$ cat config.mk
export PLATFORM = sky130hd
export DESIGN_NAME = keyed_watchdog
export DESIGN_NICKNAME = d
export VERILOG_FILES = /design/src/rtl/keyed_watchdog_pkg.sv /design/src/rtl/kwd_prescaler.sv /design/src/rtl/kwd_ctrl_gate.sv /design/src/rtl/kwd_countdown.sv /design/src/rtl/keyed_watchdog.sv
export SDC_FILE = /design/constraint.sdc
export NUM_CORES = 1
export LEC_CHECK = 0
export BUFFER_PORTS_ARGS = -buffer_cell sky130_fd_sc_hd__buf_2
export CAP_MARGIN = 25
export CORE_MARGIN = 2
export CORE_UTILIZATION = 40
export CTS_CLUSTER_DIAMETER = 150
export CTS_CLUSTER_SIZE = 14
export DETAILED_ROUTE_END_ITERATION = 6
export SLEW_MARGIN = 25
export SYNTH_ARGS = -nofsm -noshare
export SYNTH_HDL_FRONTEND = slang
export SYNTH_SLANG_ARGS = --single-unit
$ cat constraint.sdc
create_clock -name clk_i -period 2.2 [get_ports clk_i]
set_input_delay 0.44 -clock clk_i [delete_from_list [all_inputs] [get_ports clk_i]]
set_output_delay 0.44 -clock clk_i [all_outputs]
set_load 0.01 [all_outputs]
$ cat src/rtl/keyed_watchdog_pkg.sv
package keyed_watchdog_pkg;
  localparam int unsigned DATA_W      = 32;
  localparam int unsigned CNT_FIELD_W = 9;
  localparam int unsigned RUN_BIT     = 8;
  localparam int unsigned KEY_LSB     = 9;
  localparam int unsigned KEY_W       = 7;

  typedef enum logic [1:0] {
    ESC_ARMED,
    ESC_WARNED,
    ESC_FIRED
  } esc_e;
endpackage

$ cat src/rtl/kwd_prescaler.sv
module kwd_prescaler #(
  parameter int unsigned PRESCALE_DIV = 131579
) (
  input  logic clk_i,
  input  logic rst_ni,
  input  logic restart_i,
  output logic tick_o
);
  localparam int unsigned PW = (PRESCALE_DIV > 1) ? $clog2(PRESCALE_DIV) : 1;

  generate
    if (PRESCALE_DIV <= 1) begin : g_bypass
      logic unused_restart;
      assign unused_restart = restart_i;
      assign tick_o = 1'b1;
    end else begin : g_div
      logic [PW-1:0] pre_q;
      logic          wrap;
      assign wrap   = (pre_q == PW'(PRESCALE_DIV - 1));
      assign tick_o = wrap;
      always_ff @(posedge clk_i or negedge rst_ni) begin
        if (!rst_ni)                pre_q <= '0;
        else if (restart_i || wrap) pre_q <= '0;
        else                        pre_q <= pre_q + 1'b1;
      end
    end
  endgenerate
endmodule

$ cat src/rtl/kwd_ctrl_gate.sv
module kwd_ctrl_gate
  import keyed_watchdog_pkg::*;
(
  input  logic              clk_i,
  input  logic              rst_ni,
  input  logic              wr_en_i,
  input  logic [DATA_W-1:0] wr_data_i,
  output logic [DATA_W-1:0] ctrl_o,
  output logic              accept_o
);
  logic [DATA_W-1:0] ctrl_q;
  logic [KEY_W-1:0]  key_new, key_need;

  assign key_new  = wr_data_i[KEY_LSB +: KEY_W];
  assign key_need = ~ctrl_q[KEY_LSB +: KEY_W];
  // Once running, only the inverted key may rewrite the word.
  assign accept_o = wr_en_i && (!ctrl_q[RUN_BIT] || (key_new == key_need));

  always_ff @(posedge clk_i or negedge rst_ni) begin
    if (!rst_ni)       ctrl_q <= '0;
    else if (accept_o) ctrl_q <= wr_data_i;
  end

  assign ctrl_o = ctrl_q;
endmodule

$ cat src/rtl/kwd_countdown.sv
module kwd_countdown
  import keyed_watchdog_pkg::*;
#(
  parameter int unsigned GRACE_TICKS = 10
) (
  input  logic                   clk_i,
  input  logic                   rst_ni,
  input  logic                   load_i,
  input  logic [CNT_FIELD_W-1:0] field_i,
  input  logic                   run_i,
  input  logic                   tick_i,
  output logic [CNT_FIELD_W-1:0] count_o,
  output logic                   nmi_o,
  output logic                   rst_req_o
);
  localparam logic [CNT_FIELD_W-1:0] ZERO_LOAD = CNT_FIELD_W'(1 << (CNT_FIELD_W - 1));
  localparam logic [CNT_FIELD_W-1:0] GRACE     = CNT_FIELD_W'(GRACE_TICKS);

  logic [CNT_FIELD_W-1:0] cnt_q, load_val;
  logic                   run_q, nmi_q, rreq_q;
  esc_e                   esc_q;

  assign load_val = (field_i == '0) ? ZERO_LOAD : field_i;

  always_ff @(posedge clk_i or negedge rst_ni) begin
    if (!rst_ni) begin
      cnt_q  <= '0;
      run_q  <= 1'b0;
      nmi_q  <= 1'b0;
      rreq_q <= 1'b0;
      esc_q  <= ESC_ARMED;
    end else begin
      rreq_q <= 1'b0;
      if (load_i) begin
        cnt_q <= load_val;
        run_q <= run_i;
        nmi_q <= 1'b0;
        esc_q <= ESC_ARMED;
      end else if (run_q && tick_i) begin
        if (cnt_q <= 1) begin
          if (esc_q == ESC_ARMED) begin
            nmi_q <= 1'b1;
            cnt_q <= GRACE;
            esc_q <= ESC_WARNED;
          end else begin
            rreq_q <= 1'b1;
            run_q  <= 1'b0;
            cnt_q  <= '0;
            esc_q  <= ESC_FIRED;
          end
        end else begin
          cnt_q <= cnt_q - 1'b1;
        end
      end
    end
  end

  assign count_o   = cnt_q;
  assign nmi_o     = nmi_q;
  assign rst_req_o = rreq_q;
endmodule

$ cat src/rtl/keyed_watchdog.sv
module keyed_watchdog
  import keyed_watchdog_pkg::*;
#(
  parameter int unsigned PRESCALE_DIV = 131579,
  parameter int unsigned GRACE_TICKS  = 10
) (
  input  logic                   clk_i,
  input  logic                   rst_ni,
  input  logic                   wr_en_i,
  input  logic [DATA_W-1:0]      wr_data_i,
  output logic [DATA_W-1:0]      ctrl_o,
  output logic [CNT_FIELD_W-1:0] count_o,
  output logic                   nmi_o,
  output logic                   rst_req_o
);
  logic accept, tick;

  kwd_ctrl_gate u_gate (
    .clk_i    (clk_i),
    .rst_ni   (rst_ni),
    .wr_en_i  (wr_en_i),
    .wr_data_i(wr_data_i),
    .ctrl_o   (ctrl_o),
    .accept_o (accept)
  );

  kwd_prescaler #(.PRESCALE_DIV(PRESCALE_DIV)) u_pre (
    .clk_i    (clk_i),
    .rst_ni   (rst_ni),
    .restart_i(accept),
    .tick_o   (tick)
  );

  kwd_countdown #(.GRACE_TICKS(GRACE_TICKS)) u_cnt (
    .clk_i    (clk_i),
    .rst_ni   (rst_ni),
    .load_i   (accept),
    .field_i  (wr_data_i[CNT_FIELD_W-1:0]),
    .run_i    (wr_data_i[RUN_BIT]),
    .tick_i   (tick),
    .count_o  (count_o),
    .nmi_o    (nmi_o),
    .rst_req_o(rst_req_o)
  );
endmodule

Word level (Yosys, flattened, before mapping). Index checks and enable logic that the tools add are counted.

Bits in registers: 64. Output and inout port bits: 43. Logic and storage cells: 49.

Add/sub/neg operators: 2. Magnitude comparators: 1. Equal/unequal tests: 3. Muxes and demuxes: 22. Bitwise gates (word level): 1. Reductions and logical operators: 13.

Operator list (count): $mux W9 (4); $add A18 B1 Y18 const B (1); $eq A18 B18 Y1 const B (1); $mux W18 (1); $mux W1 (12); $le A9 B1 Y1 const B (1); $logic_not A9 Y1 (1); $sub A9 B1 Y9 const B (1); $mux W2 (4); $eq A7 B7 Y1 (1); $not A7 Y7 (1); $reduce_and A3 Y1 (2); $reduce_bool A2 Y1 (3); $mux W4 (1); $logic_and A1 B1 Y1 (2); $logic_not A2 Y1 (1); $logic_or A1 B1 Y1 (2); $ne A2 B2 Y1 const B (1); $reduce_and A2 Y1 (1); $logic_not A1 Y1 (1).

Logic depth before layout (Yosys ltp).
Word-level depth: 6. Mapped depth: 8. Depth with buffers taken out: 7.

Hierarchy. A second synthesis with hierarchy kept.

Cell total of the unflattened synthesis: 273. Area total of the unflattened synthesis: 3096.7 um2.

By module, submodules not included: kwd_ctrl_gate (times used 1, cells an instance 80, area each 1293.7 um2); kwd_prescaler (times used 1, cells an instance 93, area each 924.6 um2); kwd_countdown (times used 1, cells an instance 100, area each 878.3 um2).

Worst setup path after synthesis. Ideal clock, no wire load.

Kind: register to register. Start: register u_cnt.cnt_q[3], in the netlist u_cnt.count_o[3]. End: register u_cnt.cnt_q[3], in the netlist u_cnt.count_o[3]. Setup time: 0.134 ns. Arrival: 1.751 ns. Required time: 2.066 ns. Slack: 0.314 ns. Stages on the path, launching flop included: 7. Path buffers: 1. Period minus slack after synthesis: 1.886 ns. Path through: dfrtp_1 > or3_1 > nor4_1 > buf_2 > o21ai_0 > a21oi_1 > o31ai_1.

Longest elaborated chain between the ends: 4. Elaborated cells between the ends (all ways): 5.

RTL lines: start: declaration (RTL line kwd_countdown.sv:19) `logic [CNT_FIELD_W-1:0] cnt_q, load_val;`; start signal: assignment (RTL line kwd_countdown.sv:35) `cnt_q <= load_val;`; start signal: assignment (RTL line kwd_countdown.sv:52) `cnt_q <= cnt_q - 1'b1;`; $sub A9 B1 Y9 or $le A9 B1 Y1 (tied branches) (RTL line kwd_countdown.sv:52, kwd_countdown.sv:40); $mux W9 * (RTL line kwd_countdown.sv:40) `if (cnt_q <= 1) begin`; $mux W9 * (RTL line kwd_countdown.sv:39) `end else if (run_q && tick_i) begin`; $mux W9 * (RTL line kwd_countdown.sv:34) `if (load_i) begin`.

Mark *: on every way between the ends. The rest lies on a longest branch, timed or not. The select of a mux whose other input is x is not followed. A chain may end at the register's enable or synchronous reset.

Final worst setup path.
Start: register u_cnt.cnt_q[0], in the netlist u_cnt.count_o[0]. End: register u_cnt.cnt_q[4], in the netlist u_cnt.count_o[4].

Same word-level chain as after synthesis.

==> summary.md <==
| Metric | Value |
|---|---|
| Result of the run | `complete, no violations` |
| Design internal power | `3160 uW` |
| Slowest stage cell on the critical path | `sky130_fd_sc_hd__dfrtp_1` |
| Top cells by area, synth | `sky130_fd_sc_hd__dfrtp_1 53%, sky130_fd_sc_hd__mux2_2 10%, sky130_fd_sc_hd__xor2_1 4.7%` |
| Vias | `2368` |
| Height of the die | `around 91 um` |
| CP max stage delay | `0.48 ns` |
| Worst r2r path cells | `7` |
| Post-synth top area share | `roughly 53%` |
| Met3 track utilization from global routing | `4.84%` |
| Portion of the post-synthesis area used by sequential elements | `between 50 and 60%` |
| Register-to-register setup slack | `between 0.2 and 0.25 ns` |
| Met1 usage | `approximately a fifth` |
| Most used cells in the layout excluding fill and tap cells | `77 x sky130_fd_sc_hd__buf_2, 64 x sky130_fd_sc_hd__dfrtp_1, 29 x sky130_fd_sc_hd__nor2_1` |
| Fin Hold WS | `around 0.086 ns` |
| TritonCTS buffer count | `9` |
| Cell Area, Synth | `3010 um^2` |
| Number of global-route vias before repair | `~2.4k` |
| Post-detailed-routing wire length | `6360 um` |
| CP startpoint kind | `register` |
| Worst reg2reg endpoint | `u_cnt.count_o[4]$_DFFE_PN0P_` |
| Vias per cell | `5.05` |
| Post-synthesis cell type with the largest combined area | `sky130_fd_sc_hd__dfrtp_1` |
| Clock transition at the registers of the reported paths | `0.08 ns` |
| Leak | `around 0.0017 uW` |
| Post-route DRC violation count | `0` |
| Number of post-CTS setup repair buffers | `0` |
| Number of H-tree branching levels | `3` |
| Hold/Removal Path Class | `in2async` |
| Initial DRC Count | `109` |
| Required time of the critical path | `around 2.4 ns` |
| Die span in x | `slightly above 90 um` |
| Net count of the mapped netlist | `approximately 320` |
| Post_cts resized | `0` |
| Cell mode on critical path | `sky130_fd_sc_hd__inv_1` |
| Critical Path End Type | `register` |
| Skew final | `between 0.006 and 0.007 ns` |
| Arrival time at the worst endpoint | `between 2 and 2.5 ns` |
| Number of antenna-violating nets in the routed design | `0` |
| Floorplan die area | `8240 um^2` |
| Bufs on Longest Clock Path | `2` |
| Setup total negative slack | `0 ns` |
| Drt pass-1 iters | `4` |
| Gate Count Post-Synth | `about 280` |
| Global-route wire length before repair | `about 11000 um` |
| Detail-routed net length per standard cell | `between 10 and 15 um` |
| Crit. path cell count | `7` |
| Fmax | `slightly above 0.5 GHz` |
| Core Area | `7290 um^2` |
| Ratio of cells with drive above 1 in the final layout | `between 30% and 40%` |
| Layout Area Growth over Synthesis | `26.5%` |
| Initial core utilization | `approximately two fifths` |
| Critical-path maximum fanout | `9` |
| Number of synthesized register bits | `64` |
| Switching fraction of total power | `between 30% and 40%` |
| Top Usage Layer GRT | `met2` |
| Slew margin rel. | `57.8%` |
| CTS Root Buffer Type | `sky130_fd_sc_hd__clkbuf_8` |
| Fraction of power consumed by sequential logic | `between 40% and 50%` |
| Largest net degree at the start of global routing | `65` |
| Weighted congestion reported at the end of routability-driven placement | `approximately 0.85` |
| Crit path capture | `u_cnt.count_o[4]$_DFFE_PN0P_` |
| Utilization after layout | `52.3%` |
| Start point of the critical path | `u_cnt.count_o[0]$_DFFE_PN0P_` |
| Most frequent standard cell in the layout excluding fill and tap cells | `sky130_fd_sc_hd__buf_2` |
| Synth Area per Inst | `about 11 um^2` |
| Worst Tran Pin Value | `0.627 ns` |
| # clock sinks | `64` |
| Global-route congestion overflow total | `0` |
| Cts hold-fix bufs | `0` |
| Routing usage on met2 | `between 20% and 30%` |
| Power Dens Cells | `1280 nW/um^2` |
| Cells along the critical path | `inv_1 > ha_1 > inv_1 > or4_1 > o31ai_1 > o31a_1 > o21ai_0` |
| Final count of hold timing violations | `0` |
| Family of cells with the greatest summed delay on the critical path | `compound AO/OA/AOI/OAI gates` |
| Row count | `31` |
| Max IR drop VDD | `between 600 and 700 uV` |
| Count of synthesis-stage warnings from yosys | `0` |
| Number of antenna violations at the first check in global routing | `0` |
| Count of different cell masters after synthesis | `38` |
| Number of max-slew violations in the final report | `0` |
| Share of the cycle needed by the critical path after routing | `between 90% and 100%` |
| Final nets | `between 400 and 500` |
| Setup repair after global routing missed its margin | `false` |
| CTS tree | `yes` |
| Port Buffers | `just under 80` |
| Setup CP Type | `reg2reg` |
| Bufs and invs on worst path | `2` |
| Shortest period the worst path allows | `1.98 ns` |
| Clock insertion delay at the later pin of the skew report | `approximately 0.34 ns` |
| HPWL after detailed placement | `4370 um` |
| Logic gate share of total power | `between 30% and 40%` |
| Diode count | `0` |
| Filler cells | `around 710` |
| Start of the worst register-to-register path | `u_cnt.count_o[0]$_DFFE_PN0P_` |
| Clock share of power | `roughly a quarter` |
| Max-cap violation count | `0` |
| GRT Util Overall | `16.3%` |
| Count of boundary I/O pins | `78` |
| Final setup violation count | `0` |
| Net switching power figure | `~1700 uW` |
-- layer usage --
layer  vias to the layer above  part of all wire [%]
met4                         0                   1.8
met3                        10                   6.9
li1                       1158                     -
met1                      1118                    47
met2                        82                    44
met5                         -                     0
-- sequential cells by signal (all words and copies together), names as in the netlist --
register           flops
u_gate.ctrl_o         32
u_cnt.run_q            1
u_cnt.esc_q            2
u_cnt.nmi_o            1
u_cnt.count_o          9
u_pre.g_div.pre_q     18
u_cnt.rst_req_o        1
-- cells by family after synthesis --
group / after synthesis / share of synthesized area [%]
fa+ha+maj: 4 / 1.66
flops: 64 / 53.2
compound gates: 41 / 8.14
xor+xnor: 23 / 6.69
buf+inv: 22 / 3.07
mux: 28 / 10.4
simple gates: 96 / 16.9
-- worst min path at each step --
stage                     startpoint                              to  slack, ns  cells after the start
after floorplan               rst_ni    u_cnt.count_o[0]$_DFFE_PN0P_       0.14                      0
after global placement        rst_ni    u_cnt.count_o[0]$_DFFE_PN0P_       0.48                      2
after detailed placement      rst_ni    u_gate.ctrl_o[0]$_DFFE_PN0N_       0.48                      2
after CTS                     rst_ni  u_pre.g_div.pre_q[7]$_DFF_PN0_       0.12                      2
after global routing          rst_ni  u_pre.g_div.pre_q[7]$_DFF_PN0_       0.13                      2
final                         rst_ni    u_gate.ctrl_o[0]$_DFFE_PN0N_       0.09                      2
-- through the flow --
step	power [uW]	setup slack, ns	area (um^2)	instances
detailed placement	3740	0.286	3580	453
global route	5180	0.124	3810	469
floorplan	3020	0.314	3010	278
finish	4860	0.217	3810	469
CTS	4920	0.270	3810	469
global placement	3700	0.292	3580	453
-- power groups by stage --
stage / Sequential [uW] / Combinational, uW / Clock, uW
finish: 1980 / 1730 / 1160
global route: 2040 / 1900 / 1230
detailed placement: 1990 / 1740 / 0
CTS: 1980 / 1750 / 1190
floorplan: 2150 / 875 / 0
global placement: 1980 / 1720 / 0
-- worst register-to-register path, stage by stage, from the launching register on --
cell	delay, ns
sky130_fd_sc_hd__dfrtp_1	0.48
sky130_fd_sc_hd__inv_1	0.09
sky130_fd_sc_hd__ha_1	0.22
sky130_fd_sc_hd__inv_1	0.08
sky130_fd_sc_hd__or4_1	0.48
sky130_fd_sc_hd__o31ai_1	0.27
sky130_fd_sc_hd__o31a_1	0.18
sky130_fd_sc_hd__o21ai_0	0.07
-- Yosys cell counts --
cell type / number
sky130_fd_sc_hd__a211oi_1: 1
sky130_fd_sc_hd__a21oi_1: 14
sky130_fd_sc_hd__a22oi_1: 1
sky130_fd_sc_hd__a31oi_1: 2
sky130_fd_sc_hd__a41oi_1: 1
sky130_fd_sc_hd__and3_1: 2
sky130_fd_sc_hd__and4b_1: 2
sky130_fd_sc_hd__buf_2: 5
sky130_fd_sc_hd__buf_4: 1
sky130_fd_sc_hd__clkbuf_1: 4
sky130_fd_sc_hd__dfrtp_1: 64
sky130_fd_sc_hd__ha_1: 4
sky130_fd_sc_hd__inv_1: 12
sky130_fd_sc_hd__mux2_2: 27
sky130_fd_sc_hd__mux2i_1: 1
sky130_fd_sc_hd__nand2_1: 15
sky130_fd_sc_hd__nand3_1: 12
sky130_fd_sc_hd__nand4_1: 3
sky130_fd_sc_hd__nand4_4: 1
sky130_fd_sc_hd__nand4b_1: 2
sky130_fd_sc_hd__nor2_1: 29
sky130_fd_sc_hd__nor2b_1: 4
sky130_fd_sc_hd__nor3_1: 10
sky130_fd_sc_hd__nor3_2: 1
sky130_fd_sc_hd__nor4_1: 9
sky130_fd_sc_hd__o21ai_0: 13
sky130_fd_sc_hd__o21ba_2: 1
sky130_fd_sc_hd__o21bai_2: 1
sky130_fd_sc_hd__o22ai_1: 1
sky130_fd_sc_hd__o31a_1: 1
sky130_fd_sc_hd__o31ai_1: 5
sky130_fd_sc_hd__or2_2: 1
sky130_fd_sc_hd__or3_1: 2
sky130_fd_sc_hd__or4_1: 1
sky130_fd_sc_hd__or4_4: 1
sky130_fd_sc_hd__or4b_4: 1
sky130_fd_sc_hd__xnor2_1: 7
sky130_fd_sc_hd__xor2_1: 16
-- area by class of cell --
class | count | area [um^2] | area share, %
clock inverter | 6 | 92.6 | 2.43
inverter | 12 | 45.0 | 1.18
clock buffer | 10 | 138 | 3.61
timing repair buffer | 86 | 478 | 12.5
tap | 99 | 124 | 3.25
sequential | 64 | 1600 | 42.0
multi-input combinational | 192 | 1330 | 35.0
Power figures use the tool's default switching activity.
